===== src/rtl/blc_pkg.sv =====
package blc_pkg;
    localparam int BYTE_W = 8;
    localparam int ADDR_W = 3;
    localparam int IDX_W  = 2;

    localparam logic [BYTE_W-1:0] LVL0_CODE   = 8'hB4;
    localparam logic [BYTE_W-1:0] LVL1_CODE   = 8'h51;
    localparam logic [BYTE_W-1:0] LVL2_CODE   = 8'h8A;
    localparam logic [BYTE_W-1:0] LVL3_CODE   = 8'h6F;
    localparam logic [BYTE_W-1:0] OPEN_KEY    = 8'hB4;
    localparam logic [BYTE_W-1:0] STEP_HOLD   = 8'hB4;
    localparam logic [BYTE_W-1:0] LOCK_MASKED = 8'h6A;

    typedef enum logic [ADDR_W-1:0] {
        FLD_STEP   = 3'd0,
        FLD_LEVEL  = 3'd1,
        FLD_NEXT   = 3'd2,
        FLD_APKEY  = 3'd3,
        FLD_DBGKEY = 3'd4,
        FLD_AUTH   = 3'd5,
        FLD_SECKEY = 3'd6,
        FLD_LOCK   = 3'd7
    } fld_e;

    function automatic logic [IDX_W-1:0] lvl_index(input logic [BYTE_W-1:0] code);
        case (code)
            LVL0_CODE: return 2'd0;
            LVL1_CODE: return 2'd1;
            LVL2_CODE: return 2'd2;
            default:   return 2'd3;
        endcase
    endfunction

    function automatic logic auth_ok(input logic [BYTE_W-1:0] b);
        return (b == LVL1_CODE) || (b == LVL2_CODE) || (b == LVL3_CODE);
    endfunction
endpackage


===== src/rtl/blc_level_reg.sv =====
module blc_level_reg
    import blc_pkg::*;
(
    input  logic              clk,
    input  logic              rst_n,
    input  logic              step_we,
    input  logic [BYTE_W-1:0] step_data,
    output logic [BYTE_W-1:0] level_code,
    output logic [IDX_W-1:0]  level_idx
);
    typedef struct packed {
        logic [BYTE_W-1:0] code;
    } lvl_st_t;

    lvl_st_t lvl_d, lvl_q;

    always_comb begin
        lvl_d = lvl_q;
        if (step_we && (step_data != STEP_HOLD)) begin
            case (lvl_q.code)
                LVL0_CODE: lvl_d.code = LVL1_CODE;
                LVL1_CODE: lvl_d.code = LVL2_CODE;
                LVL2_CODE: lvl_d.code = LVL3_CODE;
                default:   lvl_d.code = LVL3_CODE;
            endcase
        end
    end

    always_ff @(posedge clk or negedge rst_n) begin
        if (!rst_n) lvl_q <= '{code: LVL0_CODE};
        else        lvl_q <= lvl_d;
    end

    assign level_code = lvl_q.code;
    assign level_idx  = lvl_index(lvl_q.code);

    // the stored code is always one of the four legal codes
    assert_legal_code_R2: assert property (@(posedge clk) disable iff (!rst_n)
        (lvl_q.code == LVL0_CODE) || (lvl_q.code == LVL1_CODE) ||
        (lvl_q.code == LVL2_CODE) || (lvl_q.code == LVL3_CODE));

    // the level only moves upward
    assert_no_downstep_R4: assert property (@(posedge clk) disable iff (!rst_n)
        lvl_index(lvl_q.code) >= $past(lvl_index(lvl_q.code)));

    // a hold write changes nothing
    assert_hold_write_R3: assert property (@(posedge clk) disable iff (!rst_n)
        (step_we && step_data == STEP_HOLD) |=> $stable(lvl_q.code));
endmodule


===== src/rtl/blc_dbg_gate.sv =====
module blc_dbg_gate
    import blc_pkg::*;
(
    input  logic              clk,
    input  logic              rst_n,
    input  logic              wr_en,
    input  logic [ADDR_W-1:0] wr_addr,
    input  logic [BYTE_W-1:0] wr_data,
    input  logic [BYTE_W-1:0] level_code,
    output logic [BYTE_W-1:0] auth_byte,
    output logic [BYTE_W-1:0] sec_byte,
    output logic [BYTE_W-1:0] lock_view,
    output logic              ap_open,
    output logic              dbg_ns_open,
    output logic              dbg_s_open
);
    typedef struct packed {
        logic [BYTE_W-1:0] lock;
        logic [BYTE_W-1:0] auth;
        logic [BYTE_W-1:0] sec;
        logic              ap;
        logic              ns;
        logic              s;
    } gate_st_t;

    localparam gate_st_t GATE_RST = '{lock: OPEN_KEY, auth: '0, sec: '0,
                                      ap: 1'b0, ns: 1'b0, s: 1'b0};

    gate_st_t g_d, g_q;
    logic     cfg_open;

    assign cfg_open = (g_q.lock == OPEN_KEY);

    always_comb begin
        g_d = g_q;
        if (wr_en) begin
            if (wr_addr == FLD_LOCK) g_d.lock = wr_data;
            if (cfg_open) begin
                case (wr_addr)
                    FLD_APKEY:  if (wr_data == OPEN_KEY) g_d.ap = 1'b1;
                    FLD_AUTH:   if (auth_ok(wr_data)) g_d.auth = wr_data;
                    FLD_SECKEY: g_d.sec = wr_data;
                    FLD_DBGKEY: begin
                        if ((wr_data == OPEN_KEY) && auth_ok(g_q.auth) &&
                            (level_code == g_q.auth)) begin
                            g_d.ns = 1'b1;
                            if (g_q.sec == OPEN_KEY) g_d.s = 1'b1;
                        end
                    end
                    default: ;
                endcase
            end
        end
    end

    always_ff @(posedge clk or negedge rst_n) begin
        if (!rst_n) g_q <= GATE_RST;
        else        g_q <= g_d;
    end

    assign auth_byte   = g_q.auth;
    assign sec_byte    = g_q.sec;
    assign lock_view   = cfg_open ? OPEN_KEY : LOCK_MASKED;
    assign ap_open     = g_q.ap;
    assign dbg_ns_open = g_q.ns;
    assign dbg_s_open  = g_q.s;

    // secure debug never open without non-secure debug
    assert_s_implies_ns_R7: assert property (@(posedge clk) disable iff (!rst_n)
        g_q.s |-> g_q.ns);

    // flags are sticky
    assert_ap_sticky_R12: assert property (@(posedge clk) disable iff (!rst_n)
        g_q.ap |=> g_q.ap);
    assert_ns_sticky_R12: assert property (@(posedge clk) disable iff (!rst_n)
        g_q.ns |=> g_q.ns);

    // debug opens only on a level match with the stored authorisation
    assert_open_on_match_R6: assert property (@(posedge clk) disable iff (!rst_n)
        $rose(g_q.ns) |-> ($past(level_code) == $past(g_q.auth)));

    // a locked block keeps its debug fields frozen
    assert_locked_frozen_R9: assert property (@(posedge clk) disable iff (!rst_n)
        !cfg_open |=> ($stable(g_q.auth) && $stable(g_q.sec) && $stable(g_q.ap)));

    // the authorisation byte is zero or a legal code
    assert_auth_legal_R5: assert property (@(posedge clk) disable iff (!rst_n)
        (g_q.auth == '0) || auth_ok(g_q.auth));
endmodule


===== src/rtl/boot_level_ctrl.sv =====
module boot_level_ctrl
    import blc_pkg::*;
#(
    parameter int PTR_W = IDX_W + 1
) (
    input  logic              clk,
    input  logic              rst_n,
    input  logic              wr_en,
    input  logic [ADDR_W-1:0] wr_addr,
    input  logic [BYTE_W-1:0] wr_data,
    input  logic [ADDR_W-1:0] rd_addr,
    output logic [BYTE_W-1:0] rd_data,
    output logic [BYTE_W-1:0] level_code,
    output logic              ap_open,
    output logic              dbg_ns_open,
    output logic              dbg_s_open,
    output logic [PTR_W-1:0]  area_ptr
);
    typedef struct packed {
        logic [IDX_W-1:0] next;
    } top_st_t;

    top_st_t           t_d, t_q;
    logic [IDX_W-1:0]  level_idx;
    logic [BYTE_W-1:0] auth_byte, sec_byte, lock_view;

    blc_level_reg u_level (
        .clk        (clk),
        .rst_n      (rst_n),
        .step_we    (wr_en && (wr_addr == FLD_STEP)),
        .step_data  (wr_data),
        .level_code (level_code),
        .level_idx  (level_idx)
    );

    blc_dbg_gate u_gate (
        .clk         (clk),
        .rst_n       (rst_n),
        .wr_en       (wr_en),
        .wr_addr     (wr_addr),
        .wr_data     (wr_data),
        .level_code  (level_code),
        .auth_byte   (auth_byte),
        .sec_byte    (sec_byte),
        .lock_view   (lock_view),
        .ap_open     (ap_open),
        .dbg_ns_open (dbg_ns_open),
        .dbg_s_open  (dbg_s_open)
    );

    always_comb begin
        t_d = t_q;
        if (wr_en && (wr_addr == FLD_NEXT)) t_d.next = wr_data[IDX_W-1:0];
    end

    always_ff @(posedge clk or negedge rst_n) begin
        if (!rst_n) t_q <= '{next: '0};
        else        t_q <= t_d;
    end

    assign area_ptr = PTR_W'(level_idx) + PTR_W'(t_q.next);

    always_comb begin
        rd_data = '0;
        case (rd_addr)
            FLD_LEVEL:  rd_data = level_code;
            FLD_NEXT:   rd_data = BYTE_W'(t_q.next);
            FLD_APKEY:  rd_data = BYTE_W'(ap_open);
            FLD_DBGKEY: rd_data = BYTE_W'({dbg_s_open, dbg_ns_open});
            FLD_AUTH:   rd_data = auth_byte;
            FLD_SECKEY: rd_data = sec_byte;
            FLD_LOCK:   rd_data = lock_view;
            default:    rd_data = '0;
        endcase
    end

    // the pointer never falls below the current level number
    assert_ptr_floor_R11: assert property (@(posedge clk) disable iff (!rst_n)
        area_ptr >= PTR_W'(level_idx));
endmodule


===== config.mk =====
export PLATFORM = sky130hd
export DESIGN_NAME = boot_level_ctrl
export DESIGN_NICKNAME = d
export VERILOG_FILES = /design/src/rtl/blc_pkg.sv /design/src/rtl/blc_level_reg.sv /design/src/rtl/blc_dbg_gate.sv /design/src/rtl/boot_level_ctrl.sv
export SDC_FILE = /design/constraint.sdc
export NUM_CORES = 1
export LEC_CHECK = 0
export BUFFER_PORTS_ARGS = -buffer_cell sky130_fd_sc_hd__buf_4
export CELL_PAD_IN_SITES_DETAIL_PLACEMENT = 1
export CELL_PAD_IN_SITES_GLOBAL_PLACEMENT = 2
export CORE_ASPECT_RATIO = 0.8
export CORE_MARGIN = 4
export CORE_UTILIZATION = 37
export DETAILED_ROUTE_END_ITERATION = 8
export HOLD_SLACK_MARGIN = 0.02
export PLACE_DENSITY = 0.86
export REMOVE_ABC_BUFFERS = 1
export SLEW_MARGIN = 20
export SYNTH_ARGS = -nofsm -noshare
export SYNTH_HDL_FRONTEND = slang
export SYNTH_HIERARCHICAL = 1
export SYNTH_SLANG_ARGS = --single-unit

===== constraint.sdc =====
create_clock -name clk -period 2.2 [get_ports clk]
set_clock_uncertainty 0.15 [all_clocks]
set_input_delay 0.11 -clock clk [delete_from_list [all_inputs] [get_ports clk]]
set_output_delay 0.11 -clock clk [all_outputs]
set_load 0.01 [all_outputs]

Yosys cells after proc, flatten, opt, wreduce, memory -nomap -nowiden
Cells that the tools add are included.
Widths: inputs -> output; s select.
{ "totals": {"mem_bits_rw": 0, "mem_bits_ro": 0, "latch_bits": 0, "wordCells": 56, "regBits": 37, "input_bits": 17, "memories": 0} }
{ "classes": {"magnitude_cmp": 0, "shift": 0, "muxes": 4, "div": 0, "bitwise": 0, "mul": 0, "n_eq_ne": 27, "reduce_logical": 16, "n_addsub": 1} }
{ "ops": {"columns": ["operator", "count"], "rows": [
  ["$eq 8x8->1 const B", 7],
  ["$pmux 8 s7", 1],
  ["$eq 8x7->1 const B", 5],
  ["$eq 3x3->1 const B", 8],
  ["$pmux 8 s2", 1],
  ["$eq 3x2->1 const B", 4],
  ["$reduce_and 4->1", 3],
  ["$eq 8x8->1", 1],
  ["$mux 8", 1],
  ["$ne 8x8->1 const B", 1],
  ["$pmux 2 s3", 1],
  ["$logic_and 1x1->1", 5],
  ["$reduce_and 5->1", 1],
  ["$logic_or 1x1->1", 4],
  ["$add 2x2->3", 1],
  ["$eq 3x1->1 const B", 1],
  ["$logic_not 3->1", 1],
  ["$reduce_and 3->1", 1],
  ["$reduce_and 2->1", 1]
]} }

Depth between registers and ports, before layout
{ "depth": {"ltp_word": 6, "ltp_mapped": 7, "ltp_nobuf": 7} }

Modules after synthesis
The synthesis kept the hierarchy.
{ "by_module_without_submodules": {"columns": ["mod", "cells_each", "area_per_inst_um2", "instances"], "rows": [
  ["blc_dbg_gate", 125, 1516.5, 1],
  ["boot_level_ctrl", 57, 524.3, 1],
  ["blc_level_reg", 27, 302.8, 1]
]} }

Worst setup path after synthesis
Ideal clock, no wire load.
{ "synth_timing": {"kind": "register to output", "from": "register u_level.lvl_q, in the netlist u_level/level_code[4]", "to": "output area_ptr[1]", "slack_ns": 0.058, "path_stages_with_launch": 8, "n_path_buf": 0, "t_arrival_ns": 1.882, "path_cell_list": "dfstp_2 -> nor2b_1 -> a22oi_1 -> or3_1 -> ha_1 -> inv_1 -> fa_1 -> inv_1"} }
{ "synth_between": {"elab_chain_len": 3} }
{ "synth_lines": {"columns": ["element", "line_no", "text"], "rows": [
  ["start: declaration", "blc_level_reg.sv:15", "lvl_st_t lvl_d, lvl_q;"],
  ["start signal: assignment", "blc_level_reg.sv:30", "if (!rst_n) lvl_q <= '{code: LVL0_CODE};"],
  ["start signal: assignment", "blc_level_reg.sv:31", "else lvl_q <= lvl_d;"],
  ["$eq 8x8->1 / $eq 8x7->1 (equally long branches)", "blc_pkg.sv:26", "case (code)"],
  ["$pmux 2 s3 *", "blc_pkg.sv:26", null],
  ["via level_idx[0]", "boot_level_ctrl.sv:24", "logic [IDX_W-1:0] level_idx;"],
  ["$add 2x2->3 *", "boot_level_ctrl.sv:61", "assign area_ptr = PTR_W'(level_idx) + PTR_W'(t_q.next);"],
  ["end: declaration", "boot_level_ctrl.sv:17", "output logic [PTR_W-1:0] area_ptr"]
]} }
The timed path passes the listed nets; every way through them passes the cells marked *.

Final worst setup path
Ends and elaborated chain as after synthesis.

==> impl_metrics.csv <==
group,metric,value,unit
timing,setup_slack,-0.216,ns
placed_design,portBuffers,38,
hold_path,whs_path_depth,3,
logic_synthesis,synth-main-ff-cell,"dfrtp_1",
detailed_routing,wl_per_cell,19.1,um
timing,finalCritPeriodShare,110,%
floorplan,fp.dieW,97.0,um
clocking,clock-sinks,34,
floorplan,initial_core_util,38.8,%
timing,worstMarginPinSlew,0.486,ns
placed_design,placed_area,2560,um2
logic_synthesis,synth_cells,209,
floorplan,die_h,79.2,um
floorplan,core,6040,um2
finish,n_antenna_cell,0,
hold_path,hold_start,"wr_addr[1]",
clocking,h-tree-depth,2,
hold_path,min_to,"u_gate/dbg_s_open",
hold_path,hp-class,"in2reg",
pwr,vdd_drop_max,0.000352,V
detailed_routing,antenna_left,0,
pwr,power.switching,0.431,mW
logic_synthesis,synth_largest_area_cell,"dfrtp_1",
logic_synthesis,synth_seq_area_share,36.7,%
logic_synthesis,synth_top_area_share,28.8,%
clocking,clock_latency,0.28,ns
finish,drive_gt1_share,53.4,%
detailed_routing,wirelength,6290,um
grt,grt_max_degree,35,
detailed_routing,viasPerCell,5.23,
detailed_routing,first_iter_violations,76,
grt,gr-total-overflow,0,
floorplan,die_area,7680,um2
clocking,clkTransAtPathRegs,0.07,ns
setup_path,end_kind,"output port",
logic_synthesis,synthDistinctLibCells,58,
clocking,clockBufferDepth,2,
floorplan,io_pins,39,
pwr,combPwrFrac,22.0,%
logic_synthesis,syn_avg_cell_area,11.2,um2
timing,setup_violations,1,
clocking,cts_tree,"done",
setup_path,reg2reg_slack,0.08,ns
pwr,leakagePower,1.27,nW
logic_synthesis,synth.most_common_cell,"dfrtp_1",
setup_path,r2r_cells,8,
timing,slew_violations,0,
grt,grt_util_all_layers,16.5,%
setup_path,crit_fanout,2,
setup_path,reg2reg_to,"u_gate/auth_byte[6]",
timing,hold_viol_final,0,
floorplan,rows,25,
pwr,intPower,1.12,mW
setup_path,cp.arrival,2.16,ns
finish,final_util,47.7,%
detailed_routing,first_pass_iters,4,
finish,final_area,2880,um2
grt,grt_pass1_wl,10100,um
timing,period_minus_slack,2.42,ns
logic_synthesis,synthTopCellsByCount,"dfrtp_1, buf_4, mux2_2, nand2_1, mux2i_1",
setup_path,cp-start-kind,"register",
status,violations,"setup timing",
placed_design,hpwl,4600,um
detailed_routing,drc,0,
setup_path,cp.required,1.94,ns
pwr,swShare,27.8,%
clocking,cts_root_buf,"clkbuf_8",
timing,whs,0.107,ns
grt,grt_pass1_vias,1915,
placed_design,gp_congestion,0.796,
pwr,pwr-share-seq,47.3,%
logic_synthesis,yosysWarnings,6,
clocking,cts_buffers,5,
setup_path,critical_path_class,"reg2out",
finish,synthToLayoutAreaGrowth,22.9,%
logic_synthesis,async_flop_share,100,%
timing,fmax,414,MHz
logic_synthesis,synth_edf_count,0,
setup_path,timing.rr.start,"u_gate/g_q[26]",
status,status,"finished with violations",
finish,nFillCells,662,
timing,max-slew-margin-rel,67.2,%
logic_synthesis,ys_top_cells_by_area,"dfrtp_1, mux2_2, buf_4",
run,drv_cap,0,
finish,layout.nets,267,
detailed_routing,routed-via-count,1725,
timing,rsz0062_at_grt,"true",
grt,antenna_found_initial,0,
logic_synthesis,syn_area,2340,um2
placed_design,pre_cts_slack,-0.0225,ns
pwr,power_density,538,nW/um2
pwr,p_clk_share,30.7,%
pwr,fin_total_pwr,1.55,mW
logic_synthesis,ys_ff_latch,34,
cells in the final DEF (no fill, tap or decap), types with 2 or more instances in the layout:
cell / netlist / final
buf_4: 26 / 47
dfrtp_1: 27 / 26
mux2_2: 26 / 21
nand2_1: 11 / 10
dlygate4sd3_1: 0 / 9
xor2_1: 8 / 8
mux2i_1: 9 / 7
nand3_1: 7 / 7
dfstp_2: 7 / 7
mux2_4: 1 / 6
clkbuf_8: 0 / 6
o211ai_1: 5 / 5
nor2b_1: 5 / 4
a211oi_2: 4 / 4
buf_6: 2 / 4
nor2_1: 5 / 4
inv_1: 7 / 3
inv_2: 0 / 3
nor2b_4: 2 / 3
nand4_1: 3 / 3
nor3_1: 4 / 3
and3b_1: 3 / 3
nand2_2: 1 / 2
a221oi_2: 2 / 2
mux2i_2: 0 / 2
a32oi_1: 2 / 2
o21ai_1: 2 / 2
nand4_2: 2 / 2
nand3b_1: 2 / 2
a31o_2: 2 / 2
nor3b_1: 2 / 2
conb_1: 2 / 2
area by class of cell:
class | count | area [um2] | area share (%)
Sequential cell | 34 | 861 | 29.9
Clock inverter | 1 | 5.00 | 0.174
Timing Repair Buffer | 61 | 508 | 17.6
Multi-Input combinational cell | 139 | 1290 | 44.8
Clock buffer | 7 | 86.3 | 3.00
Tap cell | 81 | 101 | 3.52
Inverter | 7 | 28.8 | 0.999
per-layer routing:
layer	vias up	global-route usage (%)	share of wire, %
li1	807	-	-
met1	876	22.8	49
met4	0	3.51	0.56
met5	-	0	0
met2	37	26.7	47
met3	5	3.34	4.0
flip-flops by register name (all words and copies together), names as in the netlist:
| signal | flops |
|---|---|
| u_gate/sec_byte | 8 |
| u_gate/ap_open | 1 |
| u_level/level_code | 5 |
| u_gate/dbg_s_open | 1 |
| u_gate/dbg_ns_open | 1 |
| u_gate/auth_byte | 8 |
| t_q | 2 |
| u_gate/g_q | 8 |
how the worst max path moves through the flow:
stage,start,to,depth (start not counted)
3_3_place_gp,u_level/level_code[4],area_ptr[1],8
6_report,u_level/level_code[4],area_ptr[1],8
4_1_cts,u_level/level_code[4],area_ptr[1],8
3_5_place_dp,u_level/level_code[4],area_ptr[1],8
5_1_grt,u_level/level_code[4],area_ptr[1],8
2_1_floorplan,u_level/level_code[4],area_ptr[1],7
what timing repair did:
item,4_1_cts,5_1_grt
endpoints found under the hold margin,60,0
pin swaps,1,2
setup buffers,5,2
gates resized for setup,11,15
hold buffers,9,0
endpoints found under the setup margin,5,16
cell families after synthesis:
logic type	share of synthesized area [%]
other	0.320
XOR/XNOR	2.99
flip-flops	36.7
AO/OA/AOI/OAI	9.66
adder cells (fa/ha/maj)	1.39
AND/OR/NAND/NOR	20.8
buffers and inverters	10.7
multiplexers	17.5
power groups by stage:
stage	logic, mW	clock network [mW]	registers (mW)
floorplan	0.149	0	0.736
global placement	0.297	0	0.737
detailed placement	0.306	0	0.741
CTS	0.329	0.489	0.731
global route	0.376	0.529	0.739
finish	0.341	0.476	0.733
per-stage QoR:
stage | setup TNS (ns) | cells
floorplan | 0 | 180
CTS | -0.235 | 328
detailed placement | -0.0225 | 306
global route | -0.381 | 330
finish | -0.216 | 330
global placement | 0 | 306
critical path, cell delays in order (launching register included):
cell and delay [ns]:
dfstp_2 0.54, nor2b_4 0.16, a22oi_2 0.05, or3_1 0.32
ha_2 0.18, inv_2 0.05, fa_2 0.42, inv_2 0.06
buf_6 0.09
Note: power is estimated with default switching activity, not from simulation.
